## src/rtl/rx_accept_pkg.sv

```systemverilog
`timescale 1ns/1ps
package rx_accept_pkg;
  localparam int unsigned WORD_W   = 32;
  localparam int unsigned LABEL_W  = 8;
  localparam int unsigned LABEL_N  = 1 << LABEL_W;
  localparam int unsigned SD_LO    = 8;   // index of word bit 9
  localparam int unsigned SD_W     = 2;
  localparam int unsigned FLAG_IDX = WORD_W - 1;

  typedef struct packed {
    logic              par_en;
    logic              sd_en;
    logic [SD_W-1:0]   sd_ref;
    logic              lbl_en;
  } filt_ctrl_t;
endpackage

```

## src/rtl/rfa_rst_sync.sv

```systemverilog
`timescale 1ns/1ps
module rfa_rst_sync #(
  parameter int unsigned STAGES = 2
) (
  input  logic clk,
  input  logic rst_n,
  output logic rst_n_sync
);
  logic [STAGES-1:0] chain_q;
  logic [STAGES-1:0] chain_d;

  always_comb begin
    chain_d = {chain_q[STAGES-2:0], 1'b1};
  end

  always_ff @(posedge clk or negedge rst_n) begin
    if (!rst_n) chain_q <= '0;
    else        chain_q <= chain_d;
  end

  assign rst_n_sync = chain_q[STAGES-1];
endmodule

```

## src/rtl/rfa_parity_mark.sv

```systemverilog
`timescale 1ns/1ps
module rfa_parity_mark #(
  parameter int unsigned W        = 32,
  parameter int unsigned FLAG_POS = W - 1
) (
  input  logic [W-1:0] word_i,
  input  logic         en_i,
  output logic [W-1:0] word_o
);
  logic ones_odd;

  // odd number of ones over the whole word, flag bit included
  always_comb begin
    ones_odd = 1'b0;
    for (int i = 0; i < W; i++) ones_odd = ones_odd ^ word_i[i];
  end

  always_comb begin
    word_o = word_i;
    if (en_i) word_o[FLAG_POS] = ~ones_odd;  // 0 = pass, 1 = fail
  end
endmodule

```

## src/rtl/rfa_sd_check.sv

```systemverilog
`timescale 1ns/1ps
module rfa_sd_check #(
  parameter int unsigned SDW = 2
) (
  input  logic [SDW-1:0] sd_bits_i,
  input  logic [SDW-1:0] sd_ref_i,
  input  logic           en_i,
  output logic           pass_o
);
  logic [SDW-1:0] diff;

  always_comb begin
    diff   = sd_bits_i ^ sd_ref_i;
    pass_o = !en_i || (diff == '0);
  end
endmodule

```

## src/rtl/rfa_label_mem.sv

```systemverilog
`timescale 1ns/1ps
module rfa_label_mem #(
  parameter int unsigned AW    = 8,
  localparam int unsigned DEPTH = 1 << AW
) (
  input  logic          clk,
  input  logic          rst_n,
  input  logic          we_i,
  input  logic [AW-1:0] waddr_i,
  input  logic          wdata_i,
  input  logic [AW-1:0] raddr_i,
  output logic          rdata_o
);
  logic [DEPTH-1:0] bits_q;
  logic [DEPTH-1:0] bit_en;

  genvar g;
  generate
    for (g = 0; g < DEPTH; g++) begin : g_entry
      always_comb begin
        bit_en[g] = we_i && (waddr_i == AW'(g));
      end

      always_ff @(posedge clk or negedge rst_n) begin
        if (!rst_n)         bits_q[g] <= 1'b0;
        else if (bit_en[g]) bits_q[g] <= wdata_i;
      end
    end
  endgenerate

  assign rdata_o = bits_q[raddr_i];


  lmem_write_chk: assert property (@(posedge clk) disable iff (!rst_n)
    we_i |=> (bits_q[$past(waddr_i)] == $past(wdata_i)));


  lmem_hold_chk: assert property (@(posedge clk) disable iff (!rst_n)
    !we_i |=> $stable(bits_q));
endmodule

```

## src/rtl/rx_accept_filter.sv

```systemverilog
`timescale 1ns/1ps
module rx_accept_filter
  import rx_accept_pkg::*;
(
  input  logic              clk,
  input  logic              rst_n,
  input  logic [WORD_W-1:0] word_i,
  input  logic              word_vld_i,
  input  logic              par_en_i,
  input  logic              sd_en_i,
  input  logic [SD_W-1:0]   sd_ref_i,
  input  logic              lbl_filt_en_i,
  input  logic              lmem_we_i,
  input  logic [LABEL_W-1:0] lmem_addr_i,
  input  logic              lmem_din_i,
  output logic              fifo_we_o,
  output logic              sd_pass_o,
  output logic [WORD_W-1:0] fifo_data_o
);
  logic              rst_s_n;
  filt_ctrl_t        ctrl;
  logic [WORD_W-1:0] marked_word;
  logic              sd_ok;
  logic              lbl_bit;
  logic              lbl_ok;

  logic              we_d, we_q;
  logic              sdp_d, sdp_q;
  logic [WORD_W-1:0] data_q;
  logic              data_en;

  assign ctrl = '{par_en: par_en_i, sd_en: sd_en_i, sd_ref: sd_ref_i,
                  lbl_en: lbl_filt_en_i};

  rfa_rst_sync #(.STAGES(2)) u_rst (
    .clk        (clk),
    .rst_n      (rst_n),
    .rst_n_sync (rst_s_n)
  );

  rfa_parity_mark #(.W(WORD_W), .FLAG_POS(FLAG_IDX)) u_par (
    .word_i (word_i),
    .en_i   (ctrl.par_en),
    .word_o (marked_word)
  );

  rfa_sd_check #(.SDW(SD_W)) u_sd (
    .sd_bits_i (word_i[SD_LO +: SD_W]),
    .sd_ref_i  (ctrl.sd_ref),
    .en_i      (ctrl.sd_en),
    .pass_o    (sd_ok)
  );

  rfa_label_mem #(.AW(LABEL_W)) u_lmem (
    .clk     (clk),
    .rst_n   (rst_s_n),
    .we_i    (lmem_we_i),
    .waddr_i (lmem_addr_i),
    .wdata_i (lmem_din_i),
    .raddr_i (word_i[LABEL_W-1:0]),
    .rdata_o (lbl_bit)
  );

  // next state: S/D stage first, label stage after it
  always_comb begin
    lbl_ok  = !ctrl.lbl_en || lbl_bit;
    sdp_d   = word_vld_i && sd_ok;
    we_d    = sdp_d && lbl_ok;
    data_en = word_vld_i;
  end

  always_ff @(posedge clk or negedge rst_s_n) begin
    if (!rst_s_n) begin
      we_q  <= 1'b0;
      sdp_q <= 1'b0;
    end else begin
      we_q  <= we_d;
      sdp_q <= sdp_d;
    end
  end

  always_ff @(posedge clk or negedge rst_s_n) begin
    if (!rst_s_n)     data_q <= '0;
    else if (data_en) data_q <= marked_word;
  end

  assign fifo_we_o   = we_q;
  assign sd_pass_o   = sdp_q;
  assign fifo_data_o = data_q;


  strobe_after_valid_chk: assert property (@(posedge clk) disable iff (!rst_s_n)
    !word_vld_i |=> (!fifo_we_o && !sd_pass_o));


  fifo_needs_sd_chk: assert property (@(posedge clk) disable iff (!rst_s_n)
    fifo_we_o |-> sd_pass_o);


  sd_mismatch_drop_chk: assert property (@(posedge clk) disable iff (!rst_s_n)
    (word_vld_i && sd_en_i && (word_i[SD_LO +: SD_W] != sd_ref_i))
      |=> (!sd_pass_o && !fifo_we_o));


  sd_off_pass_chk: assert property (@(posedge clk) disable iff (!rst_s_n)
    (word_vld_i && !sd_en_i) |=> sd_pass_o);


  lbl_off_load_chk: assert property (@(posedge clk) disable iff (!rst_s_n)
    (word_vld_i && !lbl_filt_en_i && sd_ok) |=> fifo_we_o);


  lbl_block_chk: assert property (@(posedge clk) disable iff (!rst_s_n)
    (word_vld_i && lbl_filt_en_i && !lbl_bit) |=> !fifo_we_o);


  parity_flag_chk: assert property (@(posedge clk) disable iff (!rst_s_n)
    (word_vld_i && par_en_i)
      |=> (fifo_data_o[FLAG_IDX] == ~(^$past(word_i))));


  parity_off_chk: assert property (@(posedge clk) disable iff (!rst_s_n)
    (word_vld_i && !par_en_i) |=> (fifo_data_o == $past(word_i)));


  data_hold_chk: assert property (@(posedge clk) disable iff (!rst_s_n)
    !word_vld_i |=> $stable(fifo_data_o));
endmodule

```

## config.mk

```make
export PLATFORM = sky130hd
export DESIGN_NAME = rx_accept_filter
export DESIGN_NICKNAME = d
export VERILOG_FILES = /design/src/rtl/rx_accept_pkg.sv /design/src/rtl/rfa_rst_sync.sv /design/src/rtl/rfa_parity_mark.sv /design/src/rtl/rfa_sd_check.sv /design/src/rtl/rfa_label_mem.sv /design/src/rtl/rx_accept_filter.sv
export SDC_FILE = /design/constraint.sdc
export NUM_CORES = 1
export LEC_CHECK = 0
export ABC_AREA = 1
export BUFFER_PORTS_ARGS = -buffer_cell sky130_fd_sc_hd__buf_2
export CAP_MARGIN = 25
export CORE_MARGIN = 2
export CORE_UTILIZATION = 46
export CTS_CLUSTER_DIAMETER = 200
export DETAILED_ROUTE_END_ITERATION = 10
export PLACE_DENSITY_LB_ADDON = 0.15
export REMOVE_ABC_BUFFERS = 1
export SYNTH_ARGS = -nofsm -noshare
export SYNTH_HDL_FRONTEND = slang
export SYNTH_SLANG_ARGS = --single-unit
```

## constraint.sdc

```tcl
create_clock -name clk -period 8.3 [get_ports clk]
set_input_delay 1.66 -clock clk [delete_from_list [all_inputs] [get_ports clk]]
set_output_delay 1.66 -clock clk [all_outputs]
set_load 0.05 [all_outputs]
```

Word-level counts from Yosys, hierarchy flattened
Cells that the tools add are included.
Storage, ports and cells
  register bits after elaboration: 292
  output and inout port bits: 34
  logic and storage cells: 816
Operators by class
  order comparisons: 1
  eq/ne operators: 255
  multiplexer cells: 3
  bitwise logic cells: 33
  reductions and logical operators: 264
Operator list (count)
  8-bit == test, second input constant: 128
  8-bit by 7-bit == test with 1-bit output, second input constant: 64
  1-bit logical AND: 258
  8-bit by 6-bit == test with 1-bit output, second input constant: 32
  8-bit by 5-bit == test with 1-bit output, second input constant: 16
  8-bit by 4-bit == test with 1-bit output, second input constant: 8
  8-bit by 3-bit == test with 1-bit output, second input constant: 4
  1-bit XOR: 31
  8-bit by 2-bit == test with 1-bit output, second input constant: 2
  8-bit by 9-bit < comparator with 1-bit output, second input constant: 1
  1-bit binary-select mux with 8-bit select: 1
  8-bit by 1-bit == test with 1-bit output, second input constant: 1
  8-bit logical NOT: 1
  1-bit logical NOT: 2
  2-bit logical NOT: 1
  1-bit logical OR: 2
  1-bit two-way mux: 2
  2-bit XOR: 1
  1-bit NOT: 1

Depth between registers and ports, before layout
Gate-level depths: netlist of the first run.
  depth in word-level cells: 33
  depth in mapped cells: 18
  mapped depth without buffers: 17

Modules after synthesis
A second synthesis of the first run with hierarchy kept.
Unflattened totals
  cells, all modules: 1894
  area, all modules: 15250.9 um^2
By module, submodules not included
  rfa_label_mem: instances 1, cells each 1596, area each 12995.0 um^2, sequential area each 6406.1 um^2
  rx_accept_filter: instances 1, cells each 141, area each 1415.1 um^2, sequential area each 850.8 um^2
  rfa_parity_mark: instances 1, cells each 142, area each 742.0 um^2, sequential area each 0.0 um^2
  rfa_rst_sync: instances 1, cells each 3, area each 53.8 um^2, sequential area each 50.0 um^2
  rfa_sd_check: instances 1, cells each 12, area each 45.0 um^2, sequential area each 0.0 um^2

Worst setup path after synthesis of the first run
Ideal clock, no wire load.
  path kind: input to register
  from: input word_i[0]
  to: register we_q, in the netlist fifo_we_o
  arrival time: 2.802 ns
  setup slack: 5.385 ns
  stages on the path: 15
  path through: buf_4 buf_8 buf_6 nor2_1 nor2_1 o21ai_0 o211ai_1 nand4_1 nand3_1 nand3_1 nand2_1 nand2_1 nand3_1 nand2_1 inv_1
Between the ends
  longest elaborated chain between the ends: 4
Ends and longest elaborated chain
  start: declaration: line rx_accept_filter.sv:7  | input logic [WORD_W-1:0] word_i,
  1-bit binary-select mux with 8-bit select: line rfa_label_mem.sv:31  | assign rdata_o = bits_q[raddr_i];
  1-bit two-way mux (implied by the code): line rfa_label_mem.sv:31
  1-bit logical OR: line rx_accept_filter.sv:66  | lbl_ok = !ctrl.lbl_en || lbl_bit;
  1-bit logical AND: line rx_accept_filter.sv:68  | we_d = sdp_d && lbl_ok;
  via we_d: line rx_accept_filter.sv:27  | logic we_d, we_q;
  end signal: assignment: line rx_accept_filter.sv:77  | we_q <= we_d;
  end: declaration: line rx_accept_filter.sv:27
The timed path passes the listed nets, and every way through them passes these cells. The select of a mux whose other input is x is not followed.
A chain may end at the register's enable or synchronous reset.

Worst setup path after layout of the first run
  from: input word_i[1]
  to: register we_q, in the netlist fifo_we_o
Same word-level chain as after synthesis.

==> flow_metrics.env, run 1 <==
export IMPL_syn_to_final_growth_pct=11.2
export IMPL_die_area_um2=33400
export IMPL_rows=65
export IMPL_seqCellArea_um2=7310
export IMPL_cpPeakStageDelay_ns=0.64
export IMPL_peakVddDrop_v=0.000132
export IMPL_r2r_slack_ns=6.49
export IMPL_crit_required_ns=8.75
export IMPL_hold_violations=0
export IMPL_final_area_um2=16300
export IMPL_cts_root_buf="clkbuf_16"
export IMPL_cts_buffers=35
export IMPL_post_dp_hpwl_um=26000
export IMPL_top_usage_layer="met2"
export IMPL_multi_input_area_um2=6330
export IMPL_hp_class="reg2reg"
export IMPL_reg2reg_to="fifo_data_o[20]"
export IMPL_clock_sinks=292
export IMPL_period_share_pct=50.1
export IMPL_path_class="in2reg"
export IMPL_crit_fanout=59
export IMPL_rsz0062_at_grt="no"
export IMPL_final_cell_mix="nand2_1, dfrtp_1, a21oi_1"
export IMPL_setup_viol=0
export IMPL_dr_pass1_iters=6
export IMPL_place_inst=2218
export IMPL_clock_skew_ns=0.0110
export IMPL_ys_ff_latch=292
export IMPL_max_freq_mhz=241
export IMPL_grt_pass1_vias=12100
export IMPL_power_per_cell_area_nw_per_um2=224
export IMPL_cts_tree="built"
export IMPL_initial_utilization_pct=46.7
export IMPL_gr_total_overflow=0
export IMPL_yosys_warnings=0
export IMPL_port_buffers=83
export IMPL_use_met1_pct=39.5
export IMPL_grt_usage_pct=27.0
export IMPL_cts_resized=0
export IMPL_critPathTopFamily="buffers and inverters"
export IMPL_io_pins=84
export IMPL_synthDistinctLibCells=27
export IMPL_seq_area_frac_synth_pct=49.8
export IMPL_slew_viol_final=0
export IMPL_worst_hold_slack_ns=0.348
export IMPL_start_kind="input pin"
export IMPL_antenna_found_initial=0
export IMPL_drc=0
export IMPL_postRouteAntennaNets=0
export IMPL_worstMarginPinSlew_ns=1.07
export IMPL_status="finished clean"
export IMPL_initialDrtViolationCount=1538
export IMPL_nNetsFinal=1904
export IMPL_viasPerCell=5.83
export IMPL_final_common_cell="nand2_1"
export IMPL_reg2reg_from="u_rst.chain_q[1]"
export IMPL_avgSynthCellArea_um2=7.97
export IMPL_min_from="u_rst.chain_q[0]"
export IMPL_cp_slowest_cell="buf_4"
export IMPL_grt_first_pass_wirelength_um=70100
export IMPL_whs_path_depth=0
export IMPL_cts_hold_buffers_added=0
export IMPL_arrival_ns=4.61
export IMPL_instances_no_fill=2275
export IMPL_use_met3_pct=4.23
export IMPL_worstSetupEndpointType="flop"
export IMPL_drv_cap=0
export IMPL_gp_congestion=0.866
export IMPL_cts_buffer_depth=3
export IMPL_finalWirelength_um=45500
export IMPL_post_cts_buffers=0
export IMPL_finalCriticalPeriod_ns=4.15
export IMPL_dpl_cell_area_um2=15200
export IMPL_slew_headroom_pct=28.9
export IMPL_cts_htree_levels=2
export IMPL_vias=13300
export IMPL_grt_max_degree=183
export IMPL_synth_area_um2=14700
export IMPL_worstSkewPairLatency_ns=0.52
export IMPL_met2_usage_pct=42.0
export IMPL_rr_worst_depth=1
export IMPL_syn_inst=1842
export IMPL_fillers=3045
export IMPL_diodes=0
export IMPL_crit_chain="buf_2, buf_4, inv_2, buf_4, nand3_1, nand2_1, a21oi_1, nand4_1, nand3_1, nand3_1, nand2_1, nand2_1, nand3_1, nand2_1, inv_1"
export IMPL_drive_gt1_share_pct=11.2
export IMPL_p_leak_nw=7.50
export IMPL_min_to="u_rst.chain_q[1]"
export IMPL_crit_buf_inv=5
export IMPL_clkTransAtPathRegs_ns=0.06
export IMPL_die_x_um=183
export IMPL_post_drt_wl_per_cell_um=20.0
export IMPL_fp_dieH_um=183
export IMPL_core_um2=31500
## registers in the layout (all words and copies together) (netlist names)
register	count
fifo_data_o	32
fifo_we_o	1
sd_pass_o	1
u_lmem.bits_q	256
u_rst.chain_q	2
## per-stage QoR
stage                     utilization (%)  setup WS [ns]  power (mW)  setup TNS, ns
after floorplan                         -         -0.440        1.95        -127.72
after global placement               48.2           3.70        2.11              0
after detailed placement             48.2           3.72        2.12              0
after CTS                            51.8           4.22        3.67              0
after global routing                 51.9           3.95        3.80              0
final                                51.9           4.15        3.65              0
## Yosys cell counts
master / number / area [µm²]
dfrtp_1: 292 / 7310
xor2_1: 2 / 17.5
buf_8: 1 / 15.0
nand2_2: 2 / 12.5
o21ai_1: 4 / 20.0
buf_6: 13 / 146
buf_2: 48 / 240
nand2_1: 359 / 1350
inv_4: 1 / 6.26
xnor2_1: 5 / 43.8
o211ai_1: 15 / 113
nand3_1: 112 / 561
conb_1: 1 / 3.75
inv_2: 15 / 56.3
nand4_1: 17 / 106
a21oi_1: 271 / 1360
o21ai_0: 79 / 395
nor2_4: 8 / 90.1
clkinv_1: 2 / 7.51
nor2_2: 6 / 37.5
nor3_2: 5 / 50.1
nor3_4: 4 / 65.1
nor2_1: 234 / 878
buf_4: 7 / 52.6
inv_1: 74 / 278
a31oi_1: 193 / 1210
clkbuf_1: 72 / 270
## final cells by class
| type | count | share of cell area (%) |
|---|---|---|
| clock inverter | 5 | 0.613 |
| inverter | 92 | 2.16 |
| sequential | 292 | 44.8 |
| tap | 402 | 3.08 |
| clock buffer | 51 | 6.36 |
| timing repair buffer | 116 | 4.25 |
| multi-input combinational | 1317 | 38.8 |
## power breakdown
part           leakage (nW)  switching, mW  total, mW  internal (mW)
registers              3.91         0.0713       1.61           1.54
clock network         0.559          0.596       1.55          0.953
logic                  3.04          0.343      0.489          0.146
## metal layers
metal | vias up | part of all wire [%]
met4 | 0 | 1.9
met3 | 65 | 8.2
li1 | 6308 | -
met2 | 572 | 45
met5 | - | 0
met1 | 6308 | 45
## cells by family (layout without fill, tap and decap cells)
logic type / count (synthesis) / after routing / share of synthesized area, %
xor+xnor: 7 / 7 / 0.418
simple gates: 747 / 747 / 21.4
other cells: 1 / 1 / 0.0255
buf+inv: 233 / 264 / 7.30
compound gates: 562 / 562 / 21.1
flops: 292 / 292 / 49.8
## how the worst max path moves through the flow
stage / from / endpoint / slack [ns] / cells after the start
finish: word_i[1] / fifo_we_o / 4.15 / 15
global route: word_i[0] / fifo_we_o / 3.95 / 15
CTS: word_i[1] / fifo_we_o / 4.22 / 15
detailed placement: word_i[1] / fifo_we_o / 3.72 / 15
global placement: word_i[1] / fifo_we_o / 3.70 / 15
floorplan: u_rst.chain_q[1] / fifo_data_o[0] / -0.44 / 0
No activity file was read; power rests on OpenSTA's default activity.
==> run 2: changes to the inputs <==
- clock period: 8.3 -> 3.5 ns (I/O delays scaled with it)
==> run 2 against run 1 <==
Final cell count grew 1.3%. Sequential share of layout area fell by 0.93 points. Critical path depth shrank 2. Worst hold slack worse by 0.0073 ns. Clock-buffer cell count increased by 4. Core utilization grew 1.1 points. Critical path type unchanged. Largest cell class unchanged.
==> flow_metrics.env, run 2 (synthesis results as in run 1) <==
export IMPL_status="finished clean"
export IMPL_clock_sinks=292
export IMPL_hold_violations=0
export IMPL_hp_class="reg2async"
export IMPL_power_per_cell_area_nw_per_um2=525
export IMPL_cts_buffer_depth=3
export IMPL_critPathTopFamily="buffers and inverters"
export IMPL_die_x_um=183
export IMPL_fin_tns_setup_ns=0
export IMPL_top_register="u_lmem.bits_q"
export IMPL_grt_pass1_vias=12500
export IMPL_cp_slowest_cell="inv_2"
export IMPL_r2r_slack_ns=1.90
export IMPL_clkTransAtPathRegs_ns=0.06
export IMPL_crit_buf_inv=4
export IMPL_final_util_pct=53.0
export IMPL_cts_resized=0
export IMPL_cts_tree="built"
export IMPL_finalPower_mw=8.76
export IMPL_crit_fanout=30
export IMPL_setup_viol=0
export IMPL_gp_congestion=0.816
export IMPL_drv_cap=0
export IMPL_slew_headroom_pct=31.5
export IMPL_rows=65
export IMPL_antenna_found_initial=0
export IMPL_fp_dieH_um=183
export IMPL_route_met3_wl_um=3480
export IMPL_p_leak_nw=7.70
export IMPL_peakVddDrop_v=0.000347
export IMPL_topRoutingLayerUsed="met4"
export IMPL_postRouteAntennaNets=0
export IMPL_start_kind="input pin"
export IMPL_max_freq_mhz=446
export IMPL_grt_first_pass_wirelength_um=71600
export IMPL_vias=13400
export IMPL_drive_gt1_share_pct=12.5
export IMPL_port_buffers=83
export IMPL_drc=0
export IMPL_grt_usage_pct=27.3
export IMPL_initialDrtViolationCount=1471
export IMPL_rsz0062_at_grt="no"
export IMPL_worst_hold_slack_ns=0.341
export IMPL_clock_skew_ns=0.00885
export IMPL_viasPerCell=5.81
export IMPL_cpPeakStageDelay_ns=0.45
export IMPL_grt_max_degree=81
export IMPL_worstSetupEndpointType="flop"
export IMPL_wl_met1_um=20400
export IMPL_wl_met2_um=20000
export IMPL_nNetsFinal=1928
export IMPL_die_area_um2=33400
export IMPL_final_cell_mix="nand2_1, dfrtp_1, a21oi_1"
export IMPL_syn_to_final_growth_pct=13.6
export IMPL_worstMarginPinSlew_ns=1.02
export IMPL_arrival_ns=2.69
export IMPL_cts_buffers=36
export IMPL_post_drt_wl_per_cell_um=19.5
export IMPL_cts_htree_levels=2
export IMPL_period_share_pct=64.0
export IMPL_core_um2=31500
export IMPL_finalWirelength_um=44900
export IMPL_initial_utilization_pct=46.7
export IMPL_cts_root_buf="clkbuf_16"
export IMPL_crit_chain="buf_2, inv_2, buf_12, o21ai_0, o211ai_1, nand4_1, nand3_1, nand3_1, nand2_1, nand2_1, nand3_1, nand2_1, inv_1"
export IMPL_largest_reg_flops=256
export IMPL_path_class="in2reg"
export IMPL_finalCriticalPeriod_ns=2.24
export IMPL_diodes=0
export IMPL_io_pins=84
export IMPL_crit_required_ns=3.95
export IMPL_dr_pass1_iters=6
export IMPL_post_dp_hpwl_um=26700
export IMPL_gr_total_overflow=0
export IMPL_worstSkewPairLatency_ns=0.51
export IMPL_final_common_cell="nand2_1"
export IMPL_slew_viol_final=0
run 2: cell types whose count changed in the layout (fill, tap and decap cells not counted):
cell           before  now
nor2_2              8    9
buf_8               2    0
nor2_4              9    8
dlygate4sd3_1       0    1
bufinv_16           3    2
inv_6               1    2
clkbuf_8            6   11
buf_4              31   44
clkinv_2            2    4
buf_12              1   12
clkbuf_1            8    7
run 2: metrics by stage:
stage | setup slack [ns] | instances | instance area [µm²]
after detailed placement | 0.778 | 2241 | 15500
final | 1.26 | 2304 | 16700
after floorplan | -5.24 | 1701 | 14000
after global placement | 0.790 | 2241 | 15500
after global routing | 1.14 | 2304 | 16700
after CTS | 1.30 | 2304 | 16700
run 2: area by class of cell:
| class | instances | area, µm² |
|---|---|---|
| Timing Repair Buffer | 139 | 991 |
| Fill cell | 3033 | 14800 |
| Clock inverter | 7 | 88.8 |
| Tap cell | 402 | 503 |
| Inverter | 92 | 353 |
| Clock buffer | 55 | 1100 |
| Multi-Input combinational cell | 1317 | 6320 |
| Sequential cell | 292 | 7310 |
run 2: layer usage:
metal / global-route usage [%] / vias up
met5: 0 / -
met4: 7.03 / 0
met3: 4.69 / 66
met2: 42.3 / 518
met1: 39.9 / 6427
li1: - / 6383
run 2: report_power, final:
| group | internal (mW) | switching, mW | total [mW] |
|---|---|---|---|
| Sequential | 3.66 | 0.161 | 3.82 |
| Combinational | 0.377 | 0.819 | 1.20 |
| Clock | 2.31 | 1.43 | 3.74 |
| Total | 6.34 | 2.41 | 8.76 |
run 2: final timing paths:
kind,from,depth (start not counted),endpoint
worst max register to register,u_lmem.bits_q[202],12,fifo_we_o
worst min-delay path,u_rst.chain_q[1],0,u_lmem.bits_q[81]
worst min register to register,u_rst.chain_q[1],0,u_lmem.bits_q[81]
max in group asynchronous,u_rst.chain_q[1],2,fifo_data_o[1]
worst max-delay path,word_i[1],13,fifo_we_o
min in group clk,u_rst.chain_q[0],0,u_rst.chain_q[1]
run 2: what timing repair did:
item                                    CTS  global route
endpoints found under the setup margin    0             0
hold buffers                              1             0
hold endpoints to repair                  2             0
buffers inserted                          0             0
